### config.mk
export PLATFORM = sky130hd
export DESIGN_NAME = softstart_fault_seq
export DESIGN_NICKNAME = d
export VERILOG_FILES = /design/src/rtl/ssf_pkg.sv /design/src/rtl/ssf_fault_sync.sv /design/src/rtl/ssf_ramp.sv /design/src/rtl/ssf_arm_latch.sv /design/src/rtl/softstart_fault_seq.sv
export SDC_FILE = /design/constraint.sdc
export NUM_CORES = 1
export LEC_CHECK = 0
export BUFFER_PORTS_ARGS = -buffer_cell sky130_fd_sc_hd__buf_2
export CORE_UTILIZATION = 35
export CTS_CLUSTER_DIAMETER = 30
export DETAILED_ROUTE_END_ITERATION = 10
export GPL_ROUTABILITY_DRIVEN = 1
export PLACE_DENSITY = 0.52
export SLEW_MARGIN = 30
export SYNTH_ARGS = -nofsm -noshare
export SYNTH_HDL_FRONTEND = slang
export SYNTH_SLANG_ARGS = --single-unit
### constraint.sdc
create_clock -name clk_i -period 5.5 [get_ports clk_i]
set_clock_uncertainty 0.15 [all_clocks]
set_input_delay 1.1 -clock clk_i [delete_from_list [all_inputs] [get_ports clk_i]]
set_output_delay 1.1 -clock clk_i [all_outputs]
set_load 0.02 [all_outputs]
### src/rtl/ssf_pkg.sv
package ssf_pkg;

    localparam int unsigned NFLAG = 4;

    typedef enum logic [1:0] {
        FLT_OV  = 2'd0,
        FLT_UV  = 2'd1,
        FLT_OC  = 2'd2,
        FLT_REF = 2'd3
    } flt_idx_e;

    typedef enum logic {
        SLEW_DOWN = 1'b0,
        SLEW_UP   = 1'b1
    } slew_e;

    // num/den of the full-scale accumulator range, floored
    function automatic longint unsigned scale_frac(input int unsigned acc_w,
                                                   input int unsigned num,
                                                   input int unsigned den);
        return (longint'(num) << acc_w) / longint'(den);
    endfunction

endpackage

### src/rtl/ssf_fault_sync.sv
module ssf_fault_sync #(
    parameter int unsigned NFLAG       = ssf_pkg::NFLAG,
    parameter int unsigned SYNC_STAGES = 2
) (
    input  logic             clk_i,
    input  logic             rst_ni,
    input  logic [NFLAG-1:0] flags_i,
    input  logic             ov_hold_i,
    output logic             fault_o
);
    import ssf_pkg::*;

    localparam int unsigned LAST = SYNC_STAGES - 1;

    typedef struct packed {
        logic [SYNC_STAGES-1:0][NFLAG-1:0] stg;
        logic                              ov_lat;
    } sync_t;

    sync_t st_d, st_q;

    always_comb begin
        st_d        = st_q;
        st_d.stg[0] = flags_i;
        for (int i = 1; i < int'(SYNC_STAGES); i++) begin
            st_d.stg[i] = st_q.stg[i-1];
        end
        st_d.ov_lat = st_q.ov_lat | (ov_hold_i & st_q.stg[LAST][int'(FLT_OV)]);
    end

    always_ff @(posedge clk_i or negedge rst_ni) begin
        if (!rst_ni) begin
            st_q <= '0;
        end else begin
            st_q <= st_d;
        end
    end

    assign fault_o = (|st_q.stg[LAST]) | st_q.ov_lat;

    AST_OV_STICKY: assert property (@(posedge clk_i) disable iff (!rst_ni)
        st_q.ov_lat |=> st_q.ov_lat);

    AST_OV_LATCH_SRC: assert property (@(posedge clk_i) disable iff (!rst_ni)
        $rose(st_q.ov_lat) |-> $past(ov_hold_i));

endmodule

### src/rtl/ssf_ramp.sv
module ssf_ramp #(
    parameter int unsigned ACC_W     = 16,
    parameter int unsigned PRESCALE  = 64,
    parameter int unsigned RISE_STEP = 6,
    parameter int unsigned FALL_STEP = 2,
    parameter logic [ACC_W-1:0] ACC_MAX = '1
) (
    input  logic             clk_i,
    input  logic             rst_ni,
    input  ssf_pkg::slew_e   slew_i,
    output logic [ACC_W-1:0] acc_o
);
    import ssf_pkg::*;

    localparam int unsigned CNT_W = (PRESCALE > 1) ? $clog2(PRESCALE) : 1;
    localparam logic [CNT_W-1:0] CNT_LAST = CNT_W'(PRESCALE - 1);
    localparam logic [ACC_W-1:0] RISE = ACC_W'(RISE_STEP);
    localparam logic [ACC_W-1:0] FALL = ACC_W'(FALL_STEP);

    typedef struct packed {
        logic [CNT_W-1:0] cnt;
        logic [ACC_W-1:0] acc;
    } ramp_t;

    ramp_t st_d, st_q;
    logic  tick;
    logic [ACC_W-1:0] headroom;

    always_comb begin
        st_d     = st_q;
        tick     = (st_q.cnt == CNT_LAST);
        headroom = ACC_MAX - st_q.acc;
        st_d.cnt = tick ? '0 : st_q.cnt + 1'b1;
        if (tick) begin
            if (slew_i == SLEW_UP) begin
                st_d.acc = (headroom <= RISE) ? ACC_MAX : st_q.acc + RISE;
            end else begin
                st_d.acc = (st_q.acc <= FALL) ? '0 : st_q.acc - FALL;
            end
        end
    end

    always_ff @(posedge clk_i or negedge rst_ni) begin
        if (!rst_ni) begin
            st_q <= '0;
        end else begin
            st_q <= st_d;
        end
    end

    assign acc_o = st_q.acc;

    AST_NO_OVERSHOOT: assert property (@(posedge clk_i) disable iff (!rst_ni)
        st_q.acc <= ACC_MAX);

    AST_TICK_ONLY: assert property (@(posedge clk_i) disable iff (!rst_ni)
        !tick |=> $stable(st_q.acc));

    AST_RISE_MONO: assert property (@(posedge clk_i) disable iff (!rst_ni)
        (tick && slew_i == SLEW_UP) |=> st_q.acc >= $past(st_q.acc));

    AST_FALL_MONO: assert property (@(posedge clk_i) disable iff (!rst_ni)
        (tick && slew_i == SLEW_DOWN) |=> st_q.acc <= $past(st_q.acc));

endmodule

### src/rtl/ssf_arm_latch.sv
module ssf_arm_latch #(
    parameter int unsigned ACC_W = 16,
    parameter logic [ACC_W-1:0] LOW_TH = '0
) (
    input  logic             clk_i,
    input  logic             rst_ni,
    input  logic             fault_i,
    input  logic [ACC_W-1:0] acc_i,
    output logic             armed_o
);
    typedef struct packed {
        logic armed;
    } arm_t;

    arm_t st_d, st_q;

    always_comb begin
        st_d = st_q;
        if (fault_i) begin
            st_d.armed = 1'b0;            // reset side wins
        end else if (acc_i < LOW_TH) begin
            st_d.armed = 1'b1;
        end
    end

    always_ff @(posedge clk_i or negedge rst_ni) begin
        if (!rst_ni) begin
            st_q <= '0;
        end else begin
            st_q <= st_d;
        end
    end

    assign armed_o = st_q.armed;

    AST_ARM_BELOW_TH: assert property (@(posedge clk_i) disable iff (!rst_ni)
        $rose(st_q.armed) |-> ($past(acc_i) < LOW_TH && !$past(fault_i)));

    AST_FAULT_DISARMS: assert property (@(posedge clk_i) disable iff (!rst_ni)
        fault_i |=> !st_q.armed);

endmodule

### src/rtl/softstart_fault_seq.sv
module softstart_fault_seq #(
    parameter int unsigned ACC_W       = 16,
    parameter int unsigned CODE_W      = 8,
    parameter int unsigned PRESCALE    = 64,
    parameter int unsigned RISE_STEP   = 6,
    parameter int unsigned FALL_STEP   = 2,
    parameter int unsigned SYNC_STAGES = 2
) (
    input  logic              clk_i,
    input  logic              rst_ni,
    input  logic              ov_flag_i,
    input  logic              uv_flag_i,
    input  logic              oc_flag_i,
    input  logic              ref_flag_i,
    input  logic              ov_hold_i,
    output logic [CODE_W-1:0] ss_code_o,
    output logic              drive_en_o
);
    import ssf_pkg::*;

    // 5.0 and 1.5 units on a 5.5-unit full scale
    localparam logic [ACC_W-1:0] ACC_MAX = ACC_W'(scale_frac(ACC_W, 10, 11));
    localparam logic [ACC_W-1:0] LOW_TH  = ACC_W'(scale_frac(ACC_W, 3, 11));

    logic [NFLAG-1:0] flags;
    logic             fault;
    logic             armed;
    slew_e            slew;
    logic [ACC_W-1:0] acc;

    always_comb begin
        flags                = '0;
        flags[int'(FLT_OV)]  = ov_flag_i;
        flags[int'(FLT_UV)]  = uv_flag_i;
        flags[int'(FLT_OC)]  = oc_flag_i;
        flags[int'(FLT_REF)] = ref_flag_i;
    end

    ssf_fault_sync #(
        .NFLAG       (NFLAG),
        .SYNC_STAGES (SYNC_STAGES)
    ) i_sync (
        .clk_i     (clk_i),
        .rst_ni    (rst_ni),
        .flags_i   (flags),
        .ov_hold_i (ov_hold_i),
        .fault_o   (fault)
    );

    ssf_arm_latch #(
        .ACC_W  (ACC_W),
        .LOW_TH (LOW_TH)
    ) i_latch (
        .clk_i   (clk_i),
        .rst_ni  (rst_ni),
        .fault_i (fault),
        .acc_i   (acc),
        .armed_o (armed)
    );

    assign slew = (armed && !fault) ? SLEW_UP : SLEW_DOWN;

    ssf_ramp #(
        .ACC_W     (ACC_W),
        .PRESCALE  (PRESCALE),
        .RISE_STEP (RISE_STEP),
        .FALL_STEP (FALL_STEP),
        .ACC_MAX   (ACC_MAX)
    ) i_ramp (
        .clk_i  (clk_i),
        .rst_ni (rst_ni),
        .slew_i (slew),
        .acc_o  (acc)
    );

    assign ss_code_o  = acc[ACC_W-1 -: CODE_W];
    assign drive_en_o = armed & ~fault;

    AST_FAULT_BLOCKS_ARM: assert property (@(posedge clk_i) disable iff (!rst_ni)
        fault |=> !drive_en_o);

    AST_ENABLE_RISE_LOW: assert property (@(posedge clk_i) disable iff (!rst_ni)
        $rose(drive_en_o) |-> $past(acc) < LOW_TH);

endmodule

# Yosys cells after proc, flatten, opt, wreduce, memory -nomap -nowiden
# Cells that the tools add are included.
[classes] add_sub_neg=4 order_cmp=3 eq_ne=1 muxes=7 bitwise_logic=5 reduce_logical=4
[op_table] op="2-to-1 mux 16 bit" count=3
[op_table] op="adder 16 x 3 -> 16 bit, second input constant" count=1
[op_table] op="less-or-equal comparator 16 x 2 -> 1 bit, second input constant" count=1
[op_table] op="less-or-equal comparator 16 x 3 -> 1 bit, second input constant" count=1
[op_table] op="< comparator 16 x 15 -> 1 bit, second input constant" count=1
[op_table] op="subtractor 16 bit, first input constant" count=1
[op_table] op="subtractor 16 x 2 -> 16 bit, second input constant" count=1
[op_table] op="adder 6 x 1 -> 6 bit, second input constant" count=1
[op_table] op="== test 6 bit, second input constant" count=1
[op_table] op="2-to-1 mux 6 bit" count=1
[op_table] op="OR reduction 4 bit" count=1
[op_table] op="2-to-1 mux 1 bit" count=3
[op_table] op="AND 1 bit" count=2
[op_table] op="OR 1 bit" count=2
[op_table] op="nonzero test 2 bit" count=1
[op_table] op="logical AND 1 bit" count=1
[op_table] op="zero test 1 bit" count=1
[op_table] op="inverter 1 bit" count=1
[totals] register_bits=32 in_bits=7 elab_cells=30

# Depth between registers and ports, before layout
[logic_depth] ltp_word=6 ltp_mapped=11 ltp_nobuf=9

# Cells and area by module
# From an unflattened synthesis, not the netlist that was laid out.
[hier_totals] cells_unflattened=284 hier_area_um2=2419.8
[modules_own_cells] mod="ssf_ramp" instances=1 cells_per_inst=259 area_each_um2=2054.5
[modules_own_cells] mod="ssf_fault_sync" instances=1 cells_per_inst=13 area_each_um2=246.5
[modules_own_cells] mod="ssf_arm_latch" instances=1 cells_per_inst=11 area_each_um2=105.1
[modules_own_cells] mod="softstart_fault_seq" instances=1 cells_per_inst=1 area_each_um2=13.8

# Least setup slack after synthesis
# Ideal clock, no wire load.
[synth_timing] path_kind="flip-flop to flip-flop" from="register i_ramp.st_q, in the netlist i_ramp.acc_o[2]" to="register i_ramp.st_q, in the netlist i_ramp.acc_o[3]" setup_time_ns=0.065 arrival_ns=2.490 t_required_ns=5.285 path_slack_ns=2.795 path_stages_with_launch=12 n_path_buf=2 path_cell_list="dfrtp_1 -> clkbuf_1 -> inv_1 -> ha_1 -> buf_2 -> nor2_1 -> nand3_1 -> a21o_1 -> a2111oi_4 -> o2111ai_4 -> a41oi_2 -> o22a_1"
[synth_between] elab_chain_cells=4 elab_cells_between_ends=8 classes_between="3 x add/sub; 2 x order compare; 3 x mux"
[synth_rtl] item="from (decl)" line="ssf_ramp.sv:25" rtl="ramp_t st_d, st_q;"
[synth_rtl] item="from (signal assigned)" line="ssf_ramp.sv:47" rtl="st_q <= st_d;"
[synth_rtl] item="subtractor 16 bit" line="ssf_ramp.sv:32" rtl="headroom = ACC_MAX - st_q.acc;"
[synth_rtl] item="less-or-equal comparator 16 x 3 -> 1 bit" line="ssf_ramp.sv:36" rtl="st_d.acc = (headroom <= RISE) ? ACC_MAX : st_q.acc + RISE;"
[synth_rtl] item="2-to-1 mux 16 bit" line="ssf_ramp.sv:36"
[synth_rtl] item="2-to-1 mux 16 bit (*)" line="ssf_ramp.sv:35" rtl="if (slew_i == SLEW_UP) begin"
# Every way passes the cells marked *; elsewhere a longest branch is shown, timed or not.
# A chain may end at the register's enable or synchronous reset.

# Worst setup path after layout
[layout_timing] from="register i_sync.st_q[6] in the netlist's numbering" to="output drive_en_o"
[layout_between] elab_chain_cells=4
[layout_rtl] item="from (decl)" line="ssf_fault_sync.sv:20" rtl="sync_t st_d, st_q;"
[layout_rtl] item="from (signal assigned)" line="ssf_fault_sync.sv:35" rtl="st_q <= st_d;"
[layout_rtl] item="OR reduction 4 bit" line="ssf_fault_sync.sv:39" rtl="assign fault_o = (|st_q.stg[LAST]) | st_q.ov_lat;"
[layout_rtl] item="OR 1 bit" line="ssf_fault_sync.sv:39"
[layout_rtl] item="inverter 1 bit" line="softstart_fault_seq.sv:77" rtl="assign drive_en_o = armed & ~fault;"
[layout_rtl] item="AND 1 bit" line="softstart_fault_seq.sv:77"
[layout_rtl] item="to (decl)" line="softstart_fault_seq.sv:17" rtl="output logic drive_en_o"
# Every way passes these cells.

==> impl_metrics.yaml <==
logic_synthesis:
  ys_types: 58
  synth_area_um2: 2360
  synth.area.mux_share_pct: 0.847
  synth_top_cell_by_area: "dfrtp_1"
  synth_compound_area_share_pct: 28.0
  syn_inst: 290
  synthArstFlopShare_pct: 100
  synth_xor_xnor_area_share_pct: 2.59
  syn-num-nets: 301
  synth_top_family_by_area: "compound AO/OA/AOI/OAI gates"
  synth-adder-area-share_pct: 2.12
  syn_avg_cell_area_um2: 8.15
  ys_seq_elements: 31
  ys_seq_area_share_pct: 32.8
  yosys.area_share.simple_pct: 24.3
  yosys_warnings: 0
  ys.flop_type: "dfrtp_1"
  synth_edf_count: 0
  synth_top_area_share_pct: 32.8
  ys_top_cells_by_area: "dfrtp_1 (33%), a21oi_1 (5.1%), o21ai_0 (4.2%)"
clock_network:
  clk_transition_reported_paths_ns: 0.06
  cts_tree: "done"
  cts_root_buffer: "clkbuf_8"
  clock_latency_ns: 0.29
  clockBufferDepth: 2
  cts_max_level: 2
  post_cts_buffers: 0
  hold_buffers: 0
  cts_resized: 0
  cts_buffers: 5
  clock-sinks: 31
sta:
  period_minus_slack_ns: 3.42
  setup_ws_ns: 2.08
  fin_hold_ws_ns: 0.196
  tns_ns: 0
  hold_violations: 0
  maxSlewViolCount: 0
  max_freq_ghz: 0.292
  worst_pin_slew_ns: 0.924
  setup_violations: 0
  slew_headroom_pct: 38.2
  rsz0062_at_grt: "false"
  period_share_pct: 62.2
worst_setup_path:
  critPathArrivalTime_ns: 2.17
  r2r_cells: 9
  path_max_fanout: 19
  path_class: "reg -> out"
  cp-start-kind: "flip-flop"
  crit_path_end_kind: "output port"
  critPathRequiredTime_ns: 4.25
floorplan:
  std_cell_rows: 29
  die_w_um: 84.2
  io_pins: 16
  coreArea_um2: 6420
  dieArea_um2: 7090
  initial_core_util_pct: 36.8
  die_h_um: 84.2
place:
  portBuffers: 15
  pre_cts_slack_ns: 2.40
  dp_hpwl_mm: 3.98
  dp_cells: 345
  place_congestion: 0.818
power_and_ir_drop:
  p_leak_uw: 0.000956
  max-vdd-ir-drop_uv: 82.8
  power_density_nw_per_um2: 172
route:
  drc: 4
  drtPass1Iterations: 7
  wl_per_cell_um: 16.5
  totalWireLength_mm: 5.82
  vias: 2115
  drtAntennaViolNets: 0
  viasPerCell: 6.01
  drt_iter0_drc: 152
finish:
  fin_nets: 286
  area_growth_pct: 3.02
  final_cell_mix: "dfrtp_1 (31), a21oi_1 (24), nor2_1 (22)"
  mostFrequentLayoutCell: "dfrtp_1"
  fillers: 666
  drive_gt1_share_pct: 12.7
  instances_no_fill: 352
  antenna_cells: 0
global_routing:
  overflow: 0
  grt_usage_pct: 17.4
  antenna_found_initial: 0
  grt_start_max_net_pins: 32
  grt_pass1_vias: 1978
  grt_pass1_wl_mm: 9.97
min_path:
  holdPathStages: 0
  hp-class: "reg -> reg"
outcome:
  violations: "DRC"
  status: "finished with violations"
run:
  maxCapViolCount: 0
power breakdown:
group | total [uW] | internal, uW | switching, uW
Clock | 180 | 98.0 | 82.4
Sequential | 232 | 231 | 0.874
Combinational | 6.47 | 1.57 | 4.89
stage by stage:
step	utilization (%)	power (uW)	area, um2
2_1_floorplan	-	236	2360
3_3_place_gp	36.6	243	2350
3_5_place_dp	36.6	243	2350
4_1_cts	37.9	424	2440
5_1_grt	37.9	434	2440
6_report	37.9	419	2440
final cells by class:
cell class / instances / area (um2) / share of cell area [%]
Tap cell: 77 / 96.3 / 3.95
Clock inverter: 1 / 5.00 / 0.205
Multi-Input combinational cell: 213 / 1370 / 56.1
Clock buffer: 6 / 82.6 / 3.39
Sequential cell: 31 / 776 / 31.8
Timing Repair Buffer: 15 / 75.1 / 3.08
Inverter: 9 / 33.8 / 1.39
worst paths after layout:
check	from	end	slack (ns)
max in group asynchronous	rst_ni	i_ramp.acc_o[10]	4.03
min in group asynchronous	rst_ni	i_ramp.acc_o[8]	0.72
worst min register to register	i_sync.st_d[5]	i_sync.st_q[5]	0.20
worst max register to register	i_ramp.acc_o[2]	i_ramp.acc_o[10]	2.42
worst min-delay path	i_sync.st_d[5]	i_sync.st_q[5]	0.20
worst max-delay path	i_sync.st_q[6]	drive_en_o	2.08
cell families (layout without fill, tap and decap cells):
| group | Yosys count | after routing |
|---|---|---|
| XOR/XNOR | 7 | 7 |
| flip-flops | 31 | 31 |
| adder cells (fa/ha/maj) | 4 | 4 |
| AO/OA/AOI/OAI | 90 | 90 |
| multiplexers | 2 | 2 |
| AND/OR/NAND/NOR | 110 | 110 |
| buffers and inverters | 46 | 31 |
sequential cells by signal (all words and copies together), names as in the netlist:
name and cells:
i_ramp.acc_o 15, i_ramp.st_q 6, i_sync.st_q 5, i_sync.st_d 4
i_latch.armed_o 1
critical path, cell delays in order (launching register included):
cell and delay (ns):
dfrtp_1 0.37, nor3_1 0.25, nand3_1 0.47, clkinv_1 0.55
buf_2 0.25
cell usage after synthesis, types with 2 or more instances:
cell / instances
a21o_1: 3
mux2i_1: 2
buf_4: 8
nand3_1: 16
xnor2_1: 3
a21oi_1: 24
dfrtp_1: 31
nor4_2: 2
nor2_1: 22
xor2_1: 4
nand2b_1: 3
a221oi_1: 2
a32oi_1: 4
nor4_1: 2
or2_2: 2
a41oi_1: 2
clkbuf_1: 18
o22ai_1: 4
ha_1: 4
o2111ai_1: 2
or3_1: 4
and2_1: 4
and3_1: 7
o211ai_1: 5
nor3_1: 12
nand4_1: 8
a31oi_1: 4
nand3b_1: 2
buf_2: 9
nand2_1: 21
o21ai_0: 20
a2111oi_4: 2
inv_1: 8
a211oi_1: 2
per-layer routing:
| metal | GRT usage [%] | wire [um] | vias to the layer above |
|---|---|---|---|
| li1 | - | - | 1029 |
| met1 | 23.9 | 2660 | 1015 |
| met2 | 27.5 | 2750 | 64 |
| met3 | 3.15 | 338 | 7 |
| met4 | 6.43 | 69 | 0 |
| met5 | 0 | 0 | - |
Note: power is estimated with default switching activity, not from simulation.
